$ cat src/rtl/dma_chan_pkg.sv
package dma_chan_pkg;
  typedef enum logic [1:0] {ST_IDLE, ST_RD, ST_WR, ST_GAP} dma_state_e;
  typedef enum logic [1:0] {AM_INC = 2'd0, AM_DEC = 2'd1, AM_FIX = 2'd2, AM_NONE = 2'd3} addr_mode_e;
  localparam logic [2:0] SEL_SRC  = 3'd0;
  localparam logic [2:0] SEL_DST  = 3'd1;
  localparam logic [2:0] SEL_TOT  = 3'd2;
  localparam logic [2:0] SEL_WCNT = 3'd3;
  localparam logic [2:0] SEL_IVAL = 3'd4;
  localparam logic [2:0] SEL_FILL = 3'd5;
  localparam logic [2:0] SEL_CTRL = 3'd6;
endpackage

$ cat src/rtl/dma_addr_gen.sv
module dma_addr_gen import dma_chan_pkg::*; #(
  parameter int AW = 32
) (
  input  logic          clk_i,
  input  logic          rst_ni,
  input  logic          load_i,
  input  logic [AW-1:0] load_val_i,
  input  logic          reload_i,
  input  logic          step_i,
  input  addr_mode_e    mode_i,
  output logic [AW-1:0] addr_o
);
  logic [AW-1:0] base_q, addr_q;
  logic [AW-1:0] aligned;

  assign aligned = {load_val_i[AW-1:2], 2'b00};
  assign addr_o  = addr_q;

  always_ff @(posedge clk_i or negedge rst_ni) begin
    if (!rst_ni) begin
      base_q <= '0;
      addr_q <= '0;
    end else if (load_i) begin
      base_q <= aligned;
      addr_q <= aligned;
    end else if (reload_i) begin
      addr_q <= base_q;
    end else if (step_i) begin
      case (mode_i)
        AM_INC:  addr_q <= addr_q + AW'(4);
        AM_DEC:  addr_q <= addr_q - AW'(4);
        default: addr_q <= addr_q;
      endcase
    end
  end

  assert_aligned_R2: assert property (@(posedge clk_i) disable iff (!rst_ni)
    addr_o[1:0] == 2'b00);
  assert_fixed_hold_R4: assert property (@(posedge clk_i) disable iff (!rst_ni)
    step_i && !load_i && !reload_i && (mode_i == AM_FIX) |=> $stable(addr_o));
endmodule

$ cat src/rtl/dma_gap_timer.sv
module dma_gap_timer #(
  parameter int CW = 16,
  parameter int PW = 6
) (
  input  logic          clk_i,
  input  logic          rst_ni,
  input  logic          start_i,
  input  logic [1:0]    presc_i,
  input  logic [CW-1:0] ival_i,
  output logic          done_o
);
  logic [CW-1:0] icnt_q;
  logic [PW-1:0] pcnt_q, div_m1_q, div_m1;

  always_comb begin
    case (presc_i)
      2'd0:    div_m1 = PW'(0);
      2'd1:    div_m1 = PW'(3);
      2'd2:    div_m1 = PW'(15);
      default: div_m1 = PW'(63);
    endcase
  end

  always_ff @(posedge clk_i or negedge rst_ni) begin
    if (!rst_ni) begin
      icnt_q   <= '0;
      pcnt_q   <= '0;
      div_m1_q <= '0;
    end else if (start_i) begin
      icnt_q   <= ival_i;
      pcnt_q   <= '0;
      div_m1_q <= div_m1;
    end else if (icnt_q != '0) begin
      if (pcnt_q == div_m1_q) begin
        pcnt_q <= '0;
        icnt_q <= icnt_q - 1'b1;
      end else begin
        pcnt_q <= pcnt_q + 1'b1;
      end
    end
  end

  assign done_o = (icnt_q == '0);

  assert_no_wrap_R8: assert property (@(posedge clk_i) disable iff (!rst_ni)
    !start_i && (icnt_q == '0) |=> (icnt_q == '0));
  assert_presc_bound_R8: assert property (@(posedge clk_i) disable iff (!rst_ni)
    pcnt_q <= div_m1_q);
endmodule

$ cat src/rtl/dma_chan_engine.sv
module dma_chan_engine import dma_chan_pkg::*; #(
  parameter int AW    = 32,
  parameter int WCW   = 24,
  parameter int TCW   = 28,
  parameter int IW    = 16,
  parameter int NTRIG = 16
) (
  input  logic             clk_i,
  input  logic             rst_ni,
  input  logic             cfg_we_i,
  input  logic [2:0]       cfg_sel_i,
  input  logic [31:0]      cfg_wdata_i,
  input  logic [NTRIG-1:0] trig_i,
  output logic             bus_req_o,
  output logic             bus_we_o,
  output logic [AW-1:0]    bus_addr_o,
  output logic [31:0]      bus_wdata_o,
  input  logic [31:0]      bus_rdata_i,
  input  logic             bus_ready_i,
  output logic             busy_o,
  output logic             irq_o
);
  localparam int SELW = (NTRIG > 1) ? $clog2(NTRIG) : 1;

  dma_state_e     st_q;
  logic [TCW-1:0] total_q, accum_q, accum_nx;
  logic [WCW-1:0] wcnt_q, run_left_q, burst_left_q;
  logic [IW-1:0]  ival_q;
  logic [1:0]     presc_q;
  logic [31:0]    fill_q, ctrl_q, data_q;
  logic           en_q, irq_q;
  addr_mode_e     r_smode, r_dmode;
  logic [3:0]     r_bx;
  logic           r_imm, r_rep, r_fill;
  logic [AW-1:0]  src_addr, dst_addr;
  logic           start_go, trig_hit, step_s, step_d, tmr_start, tmr_done;
  logic [SELW-1:0] trig_sel;

  function automatic logic [WCW-1:0] burst_len(input logic [3:0] bx, input logic [WCW-1:0] left);
    logic [WCW-1:0] full;
    full = WCW'(1) << bx;
    return (left < full) ? left : full;
  endfunction

  assign trig_sel  = ctrl_q[24 +: SELW];
  assign trig_hit  = trig_i[trig_sel];
  assign start_go  = (st_q == ST_IDLE) && en_q && (wcnt_q != '0) && (ctrl_q[28] || trig_hit);
  assign step_s    = (st_q == ST_RD) && bus_ready_i;
  assign step_d    = (st_q == ST_WR) && bus_ready_i;
  assign tmr_start = step_d && (run_left_q != WCW'(1)) && (burst_left_q == WCW'(1));
  assign accum_nx  = accum_q + 1'b1;

  assign bus_req_o   = (st_q == ST_RD) || (st_q == ST_WR);
  assign bus_we_o    = (st_q == ST_WR);
  assign bus_addr_o  = (st_q == ST_WR) ? dst_addr : src_addr;
  assign bus_wdata_o = r_fill ? fill_q : data_q;
  assign busy_o      = en_q;
  assign irq_o       = irq_q;

  dma_addr_gen #(.AW(AW)) u_src (
    .clk_i, .rst_ni,
    .load_i     (cfg_we_i && cfg_sel_i == SEL_SRC),
    .load_val_i (cfg_wdata_i[AW-1:0]),
    .reload_i   (start_go && ctrl_q[15]),
    .step_i     (step_s),
    .mode_i     (r_smode),
    .addr_o     (src_addr)
  );

  dma_addr_gen #(.AW(AW)) u_dst (
    .clk_i, .rst_ni,
    .load_i     (cfg_we_i && cfg_sel_i == SEL_DST),
    .load_val_i (cfg_wdata_i[AW-1:0]),
    .reload_i   (start_go && ctrl_q[12]),
    .step_i     (step_d),
    .mode_i     (r_dmode),
    .addr_o     (dst_addr)
  );

  dma_gap_timer #(.CW(IW)) u_gap (
    .clk_i, .rst_ni,
    .start_i (tmr_start),
    .presc_i (presc_q),
    .ival_i  (ival_q),
    .done_o  (tmr_done)
  );

  always_ff @(posedge clk_i or negedge rst_ni) begin
    if (!rst_ni) begin
      st_q <= ST_IDLE;
      total_q <= '0; accum_q <= '0; wcnt_q <= '0;
      run_left_q <= '0; burst_left_q <= '0;
      ival_q <= '0; presc_q <= '0; fill_q <= '0; ctrl_q <= '0; data_q <= '0;
      en_q <= 1'b0; irq_q <= 1'b0;
      r_smode <= AM_INC; r_dmode <= AM_INC; r_bx <= '0;
      r_imm <= 1'b0; r_rep <= 1'b0; r_fill <= 1'b0;
    end else begin
      irq_q <= 1'b0;
      case (st_q)
        ST_IDLE: if (start_go) begin
          r_smode      <= addr_mode_e'(ctrl_q[14:13]);
          r_dmode      <= addr_mode_e'(ctrl_q[11:10]);
          r_bx         <= ctrl_q[19:16];
          r_imm        <= ctrl_q[28];
          r_rep        <= ctrl_q[29];
          r_fill       <= (ctrl_q[14:13] == 2'd3);
          run_left_q   <= wcnt_q;
          burst_left_q <= burst_len(ctrl_q[19:16], wcnt_q);
          st_q         <= (ctrl_q[14:13] == 2'd3) ? ST_WR : ST_RD;
        end
        ST_RD: if (bus_ready_i) begin
          data_q <= bus_rdata_i;
          st_q   <= ST_WR;
        end
        ST_WR: if (bus_ready_i) begin
          run_left_q   <= run_left_q - 1'b1;
          burst_left_q <= burst_left_q - 1'b1;
          accum_q      <= accum_nx;
          if (run_left_q == WCW'(1)) begin
            st_q <= ST_IDLE;
            if (r_imm || (!r_rep && accum_nx >= total_q)) begin
              en_q  <= 1'b0;
              irq_q <= ctrl_q[30];
            end
          end else if (burst_left_q == WCW'(1)) begin
            st_q <= en_q ? ST_GAP : ST_IDLE;
          end else begin
            st_q <= r_fill ? ST_WR : ST_RD;
          end
        end
        ST_GAP: begin
          if (!en_q) st_q <= ST_IDLE;
          else if (tmr_done) begin
            burst_left_q <= burst_len(r_bx, run_left_q);
            st_q         <= r_fill ? ST_WR : ST_RD;
          end
        end
        default: st_q <= ST_IDLE;
      endcase
      // software writes take priority over self-disable
      if (cfg_we_i) begin
        case (cfg_sel_i)
          SEL_TOT:  total_q <= cfg_wdata_i[TCW-1:0];
          SEL_WCNT: wcnt_q  <= cfg_wdata_i[WCW-1:0];
          SEL_IVAL: begin
            ival_q  <= cfg_wdata_i[IW-1:0];
            presc_q <= cfg_wdata_i[17:16];
          end
          SEL_FILL: fill_q <= cfg_wdata_i;
          SEL_CTRL: begin
            ctrl_q <= cfg_wdata_i;
            en_q   <= cfg_wdata_i[31];
            if (cfg_wdata_i[31] && !en_q) accum_q <= '0;
          end
          default: ;
        endcase
      end
    end
  end

  assert_bus_hold_R6: assert property (@(posedge clk_i) disable iff (!rst_ni)
    bus_req_o && !bus_ready_i |=> bus_req_o && $stable(bus_addr_o) && $stable(bus_we_o));
  assert_fill_noread_R5: assert property (@(posedge clk_i) disable iff (!rst_ni)
    bus_req_o && r_fill |-> bus_we_o);
  assert_irq_off_R13: assert property (@(posedge clk_i) disable iff (!rst_ni)
    irq_o |-> !busy_o || $past(cfg_we_i && cfg_sel_i == SEL_CTRL));
  assert_irq_pulse_R13: assert property (@(posedge clk_i) disable iff (!rst_ni)
    irq_o |=> !irq_o);
endmodule

$ cat config.mk
export PLATFORM = sky130hd
export DESIGN_NAME = dma_chan_engine
export DESIGN_NICKNAME = d
export VERILOG_FILES = /design/src/rtl/dma_chan_pkg.sv /design/src/rtl/dma_addr_gen.sv /design/src/rtl/dma_gap_timer.sv /design/src/rtl/dma_chan_engine.sv
export SDC_FILE = /design/constraint.sdc
export NUM_CORES = 1
export LEC_CHECK = 0
export ABC_CLOCK_PERIOD_IN_PS = 6600
export BUFFER_PORTS_ARGS = -buffer_cell sky130_fd_sc_hd__buf_4
export CAP_MARGIN = 40
export CORE_MARGIN = 5
export CORE_UTILIZATION = 66
export DETAILED_ROUTE_END_ITERATION = 6
export PLACE_DENSITY = 0.93
export SLEW_MARGIN = 20
export SYNTH_ARGS = -nofsm -noshare
export SYNTH_HDL_FRONTEND = slang
export SYNTH_SLANG_ARGS = --single-unit
$ cat constraint.sdc
create_clock -name clk_i -period 6.6 [get_ports clk_i]
set_input_delay 1.32 -clock clk_i [delete_from_list [all_inputs] [get_ports clk_i]]
set_output_delay 1.32 -clock clk_i [all_outputs]
set_load 0.005 [all_outputs]
==> run_results.csv, run 1 <==
group,metric,value,unit
logic_synthesis,postSynthAreaPerCell,8.99,µm²
logic_synthesis,synthFlopType,"dfrtp_1",
clocking,path_clk_slew,0.06,ns
logic_synthesis,synth_area_leader_cell,"dfrtp_1",
cells_and_area,fin_cells,3175,
routing,drt_wl_total,72.9,mm
min_path,hp-class,"flop to flop",
clocking,holdBufCountCts,0,
logic_synthesis,synth_edf_count,0,
die,start_util,67.3,%
logic_synthesis,ys_types,76,
global_route,grt_pass1_wl,114,mm
clocking,numCtsBuffers,40,
setup_path,path_class,"primary input to flop",
clocking,clk_path_buf_depth,3,
die,core_area,34700,µm²
cells_and_area,drive_gt1_share,16.2,%
global_route,grt_usage,36.6,%
cells_and_area,area_growth_syn_to_layout,12.2,%
die,row_count,68,
logic_synthesis,async_reset_ff_share,100,%
clocking,cts_tree,"built",
sta,rsz0062_at_grt,"no",
placement,dp_hpwl,48.9,mm
routing,drt_pre_antenna_iters,7,
placement,dpl.cell_count,3103,
setup_path,endpoint_kind,"flop",
clocking,clock-root-buffer,"clkbuf_16",
setup_path,crit_slowest_cell,"o21ai_2",
logic_synthesis,ys_top_cells_by_area,"dfrtp_1 41%, mux2_2 8.1%, nand2_1 7.6%",
logic_synthesis,syn_inst,2597,
sta,hold_viol,0,
routing,num_vias,21209,
sta,finalSetupViolations,0,
logic_synthesis,yosysSeqAreaShare,41.5,%
routing,drc,1,
power_and_ir_drop,peakVddDrop,0.315,mV
die,num_io_pins,155,
run,drv_cap,0,
logic_synthesis,synth_top_area_share,41.5,%
routing,avgViaCountPerCell,6.68,
global_route,gr-total-overflow,0,
logic_synthesis,synth-seq-cells,387,
clocking,htreeDepth,2,
cells_and_area,fillers,2234,
cells_and_area,final_common_cell,"nand2_1",
sta,worst_pin_slew,0.857,ns
sta,post-route-min-period,4.23,ns
clocking,cts_sinks,387,
setup_path,worstPathMaxFanout,46,
setup_path,critPathLaunchType,"primary input",
routing,antenna_left,0,
setup_path,cp_data_required_time,7.06,ns
sta,fin_skew,0.0163,ns
die,fp.dieW,198,µm
power_and_ir_drop,p_per_area,453,nW/µm²
placement,io_buffers,152,
run_status,violations,"DRC",
die,fp.dieArea,39200,µm²
sta,relSlewSlack,42.1,%
global_route,antenna_found_initial,2,
logic_synthesis,syn_area,23400,µm²
routing,drtIter0Drc,2369,
setup_path,slowest_delay,0.64,ns
clocking,cts-resized-gates,0,
cells_and_area,finish.net_count,2910,
placement,gp_congestion,0.951,
setup_path,worstPathCellList,"buf_4, mux4_2, mux2i_1, mux2i_1, o21ai_2, a2bb2oi_1, o21a_1, buf_4, nand2_1, o22ai_1, a21oi_1",
sta,tns,0,ns
clocking,post-cts-setup-buffers,0,
die,die-height,198,µm
power_and_ir_drop,total_power,11.9,mW
logic_synthesis,ys.warnings.count,0,
clocking,insertion_delay,0.55,ns
global_route,grt_start_max_net_pins,194,
sta,fmax,0.236,GHz
setup_path,cp_data_arrival_time,4.69,ns
global_route,grt_pass1_vias,21040,
run_status,status,"complete, but fails checks",
cells_and_area,final_cell_mix,"471 x nand2_1, 387 x dfrtp_1, 173 x buf_4",
routing,wl_per_cell,22.9,µm
sta,fin_crit_sh,64.2,%
power_and_ir_drop,p_leak,12.2,nW
sta,drv_slew,0,
-- cell usage after synthesis (all sizes together) (5+ instances only) --
master,n
nand2,472
dfrtp,387
o21ai,188
mux2,171
a21oi,169
nor2,161
ha,126
clkbuf,100
inv,91
nand3,77
xor2,57
nor3,56
xnor2,56
or3,40
o211ai,37
a21o,36
buf,30
mux2i,30
o22ai,28
and3,27
nand2b,26
nand4,23
nor2b,22
a31oi,18
o21a,18
nor4,15
o221ai,14
a211oi,11
o21bai,9
or2,9
and2,8
a221oi,7
nor3b,7
o31ai,7
a211o,5
o41ai,5
or4,5
-- metal layers --
metal  track usage, %  routed length [µm]
met5                0                   0
met4             21.1                4970
met3             8.34                7770
met2             56.5               33300
met1             47.9               26800
-- through the flow --
| stage | util [%] | worst slack [ns] | hold WS [ns] | area (µm²) |
|---|---|---|---|---|
| after CTS | 75.2 | 2.38 | 0.462 | 26100 |
| after detailed placement | 71.6 | 1.86 | 0.450 | 24900 |
| after global routing | 75.5 | 2.17 | 0.495 | 26200 |
| final | 75.5 | 2.37 | 0.460 | 26200 |
| after global placement | 71.4 | 1.67 | 0.438 | 24800 |
| after floorplan | - | 3.00 | 0.427 | 23400 |
-- flip-flops by register name, summed over array words and instances (netlist names), 3 cells and up --
| register | count |
|---|---|
| burst_left_q | 24 |
| ctrl_q | 17 |
| accum_q | 28 |
| u_src.addr_o | 30 |
| total_q | 28 |
| run_left_q | 24 |
| ival_q | 16 |
| u_gap.icnt_q | 16 |
| u_src.base_q | 30 |
| u_dst.base_q | 30 |
| data_q | 32 |
| u_gap.pcnt_q | 6 |
| u_dst.addr_o | 30 |
| wcnt_q | 24 |
| u_gap.div_m1_q | 3 |
| fill_q | 32 |
| r_bx | 4 |
-- power by group --
| part | total [mW] | internal, mW | switching, mW |
|---|---|---|---|
| Clock | 2.23 | 1.27 | 0.956 |
| Sequential | 3.95 | 3.10 | 0.844 |
| Combinational | 5.68 | 2.50 | 3.18 |
-- final timing paths --
kind                                              startpoint                            to  slack (ns)  depth (start not counted)
worst min register to register  u_src.base_q[17]$_DFFE_PN0P_  u_src.base_q[17]$_DFFE_PN0P_        0.46                          2
max in group asynchronous                             rst_ni         data_q[3]$_DFFE_PN0P_        4.38                          3
worst max-delay path                               trig_i[7]     run_left_q[7]$_DFFE_PN0P_        2.37                         11
worst min-delay path            u_src.base_q[17]$_DFFE_PN0P_  u_src.base_q[17]$_DFFE_PN0P_        0.46                          2
worst max register to register          accum_q[7]$_DFF_PN0_               irq_o$_DFF_PN0_        2.45                         17
min in group asynchronous                             rst_ni  u_dst.base_q[17]$_DFFE_PN0P_        0.77                          1
-- logic make-up after synthesis --
kind of cell / share of synthesized area, %
simple gates: 18.5
fa+ha+maj: 6.92
mux: 9.92
xor+xnor: 4.24
compound gates: 15.2
other cells: 0.0161
buf+inv: 3.68
flops: 41.5
-- worst max-delay path: cells and delay by family --
kind | cells | cell delay, ns
AOI/OAI and AO/OA | 5 | 1.55
muxes | 3 | 0.80
buffers and inverters | 2 | 0.37
and+or+nand+nor | 1 | 0.63
-- area by class of cell --
class | instances | area, µm² | area share, %
antenna | 1 | 2.50 | 0.00955
clock buffer | 57 | 1140 | 4.34
clock inverter | 9 | 105 | 0.401
inverter | 91 | 342 | 1.30
multi-input combinational | 1990 | 12800 | 49.0
sequential | 387 | 9680 | 37.0
tap | 455 | 569 | 2.17
timing repair buffer | 185 | 1520 | 5.78
No activity file was read; power rests on OpenSTA's default activity.
==> run 2: changes to the inputs <==
--- a/config.mk
+++ b/config.mk
@@ -5,13 +5,13 @@
 export SDC_FILE = /design/constraint.sdc
 export NUM_CORES = 1
 export LEC_CHECK = 0
-export ABC_CLOCK_PERIOD_IN_PS = 6600
+export ABC_CLOCK_PERIOD_IN_PS = 3700
 export BUFFER_PORTS_ARGS = -buffer_cell sky130_fd_sc_hd__buf_4
 export CAP_MARGIN = 40
 export CORE_MARGIN = 5
-export CORE_UTILIZATION = 66
+export CORE_UTILIZATION = 56
 export DETAILED_ROUTE_END_ITERATION = 6
-export PLACE_DENSITY = 0.93
+export PLACE_DENSITY = 0.85
 export SLEW_MARGIN = 20
 export SYNTH_ARGS = -nofsm -noshare
 export SYNTH_HDL_FRONTEND = slang
==> constraint.sdc (replaced) <==
create_clock -name clk_i -period 3.7 [get_ports clk_i]
set_input_delay 0.74 -clock clk_i [delete_from_list [all_inputs] [get_ports clk_i]]
set_output_delay 0.74 -clock clk_i [all_outputs]
set_load 0.005 [all_outputs]
==> run 2 against run 1 <==
The flow still finishes with violations (DRC). Non-clock buffer count is 40 higher. Via count is 2.7% lower. Cell count is 4.0% higher. Clock skew is 0.016 ns higher. Cell area is 2.6% higher. Setup slack worse by 2.2 ns. Sequential power is 76% higher. First-iteration DRC count is 14% lower. Hold slack worse by 0.28 ns. Global-route usage is 6.8 points lower.
==> run_results.csv, run 2 (synthesized netlist as in run 1, its figures left out) <==
group,metric,value,unit
global_route,grt_pass1_wl,112,mm
setup_path,worstPathCellList,"nand2b_1, inv_1, buf_12, ha_1, or3_1, o21ai_0, inv_1, o211ai_1, a211oi_1, a2111oi_2, buf_4, o21ai_1, a31oi_1, xor2_1, o21ai_0",
die,row_count,74,
placement,dpl_cell_area,25300,µm²
sta,hold_viol,0,
clocking,cts_sinks,387,
cells_and_area,fillers,3157,
sta,fin_crit_sh,96.4,%
setup_path,crit_end,"u_dst.addr_o[24]$_DFFE_PN0P_",
setup_path,r2r_setup_slack,0.13,ns
global_route,grt_pass1_vias,20355,
setup_path,path_buf_inv,4,
routing,drt_pre_antenna_iters,7,
sta,post-route-min-period,3.57,ns
setup_path,critPathLaunchType,"flop",
global_route,grt_start_max_net_pins,89,
sta,fmax,0.280,GHz
die,fp.dieArea,45900,µm²
power_and_ir_drop,total_power,21.7,mW
cells_and_area,finish.net_count,2952,
routing,drc,2,
setup_path,path_class,"flop to flop",
die,num_io_pins,155,
setup_path,r2r_end,"u_dst.addr_o[24]$_DFFE_PN0P_",
power_and_ir_drop,peakVddDrop,0.470,mV
cells_and_area,multiInputGateArea,12900,µm²
cells_and_area,drive_gt1_share,18.7,%
cells_and_area,final_cell_area,26900,µm²
clocking,path_clk_slew,0.06,ns
clocking,numCtsBuffers,42,
setup_path,worst-path-stages,15,
run_status,violations,"DRC",
run_status,status,"complete, but fails checks",
min_path,hp-class,"primary input to asynchronous set/reset pin",
global_route,antenna_found_initial,2,
cells_and_area,ff_latch_area,9690,µm²
cells_and_area,final_cell_mix,"471 x nand2_1, 384 x dfrtp_1, 213 x buf_4",
routing,wl_per_cell,21.6,µm
setup_path,reg2reg_depth,15,
sta,rsz0062_at_grt,"yes",
setup_path,endpoint_kind,"flop",
placement,dpl.cell_count,3218,
global_route,gr-total-overflow,0,
sta,tns,0,ns
power_and_ir_drop,p_leak,12.5,nW
sta,finalSetupViolations,0,
setup_path,slowest_delay,0.40,ns
die,fp.dieW,214,µm
routing,num_vias,20633,
placement,gp_congestion,0.994,
setup_path,crit_slowest_cell,"dfrtp_1",
cells_and_area,area_growth_syn_to_layout,15.2,%
clocking,insertion_delay,0.59,ns
cells_and_area,final_util,65.6,%
setup_path,cp_top_family,"compound AO/OA/AOI/OAI gates",
sta,worst_pin_slew,0.859,ns
routing,drtIter0Drc,2040,
routing,avgViaCountPerCell,6.25,
placement,io_buffers,152,
placement,dp_hpwl,49.8,mm
setup_path,rr_startpoint,"r_dmode[1]$_DFFE_PN0P_",
sta,relSlewSlack,42.6,%
clocking,clk_path_buf_depth,3,
sta,fin_skew,0.0320,ns
cells_and_area,largestRegisters,"data_q x32, fill_q x32",
run,drv_cap,0,
routing,antenna_left,0,
setup_path,worstPathMaxFanout,28,
power_and_ir_drop,p_per_area,806,nW/µm²
die,core_area,41000,µm²
cells_and_area,fin_cells,3303,
setup_path,cp_data_arrival_time,4.01,ns
sta,drv_slew,0,
clocking,htreeDepth,2,
global_route,grt_usage,29.9,%
die,start_util,56.9,%
clocking,clock-root-buffer,"clkbuf_16",
clocking,cts_tree,"built",
setup_path,cp_data_required_time,4.14,ns
die,die-height,214,µm
cells_and_area,final_common_cell,"nand2_1",
routing,drt_wl_total,71.4,mm
setup_path,setup.worst_path.start,"r_dmode[1]$_DFFE_PN0P_",
==> run 2: changes by cell type in the layout (fill, tap and decap cells not counted), moves of 4 or more <==
cell / change
and3_1: -4
buf_12: +6
buf_4: +40
clkbuf_1: -5
clkbuf_8: +4
==> run 2: layer usage <==
| layer | global-route usage (%) | share of wire, % | routed length, µm | up-vias |
|---|---|---|---|---|
| li1 | - | - | - | 9443 |
| met1 | 39.7 | 40 | 28900 | 9987 |
| met2 | 47.2 | 46 | 32800 | 987 |
| met3 | 5.68 | 7.9 | 5660 | 216 |
| met4 | 15.1 | 5.6 | 4010 | 0 |
| met5 | 0 | 0 | 0 | - |
==> run 2: worst min path at each step <==
stage / endpoint / slack, ns
floorplan: u_src.base_q[17]$_DFFE_PN0P_ / 0.43
global placement: u_src.base_q[17]$_DFFE_PN0P_ / 0.44
detailed placement: u_src.base_q[17]$_DFFE_PN0P_ / 0.45
CTS: u_dst.addr_o[14]$_DFFE_PN0P_ / 0.22
global route: u_dst.addr_o[14]$_DFFE_PN0P_ / 0.25
finish: u_dst.addr_o[14]$_DFFE_PN0P_ / 0.18
==> run 2: final cells by class <==
type	instances	share of cell area, %
clock inverter	18	0.921
multi-input combinational	1990	48.1
inverter	91	1.27
clock buffer	57	4.45
timing repair buffer	225	6.75
sequential	387	36.0
antenna	3	0.0279
tap	532	2.47
==> run 2: worst register-to-register path, stage by stage (launching register included) <==
cell and delay (ns):
dfrtp_1 0.40, nand2b_1 0.22, inv_1 0.15, buf_12 0.21, ha_1 0.30, or3_1 0.37, o21ai_0 0.08, inv_1 0.08
o211ai_1 0.14, a211oi_1 0.14, a2111oi_2 0.35, buf_4 0.20, o21ai_1 0.13, a31oi_1 0.23, xor2_1 0.29, o21ai_0 0.13
==> run 2: metrics by stage <==
step | hold WS [ns] | worst slack [ns]
after floorplan | 0.427 | 0.0953
after global placement | 0.442 | 0.214
after detailed placement | 0.445 | 0.00814
after CTS | 0.215 | 0.0618
after global routing | 0.252 | -0.0491
final | 0.182 | 0.134
==> run 2: power by group <==
group	internal [mW]	leakage (nW)	total [mW]	switching, mW
sequential	5.54	4.76	6.97	1.43
combinational	4.63	7.05	10.3	5.65
clock	2.57	0.712	4.43	1.86
total	12.7	12.5	21.7	8.93
==> run 2: repair_timing <==
action	in CTS	in global routing
setup endpoints to repair	1	10
buffers inserted	0	5
gates resized for setup	1	25
pin swaps	0	1
hold buffers	0	0
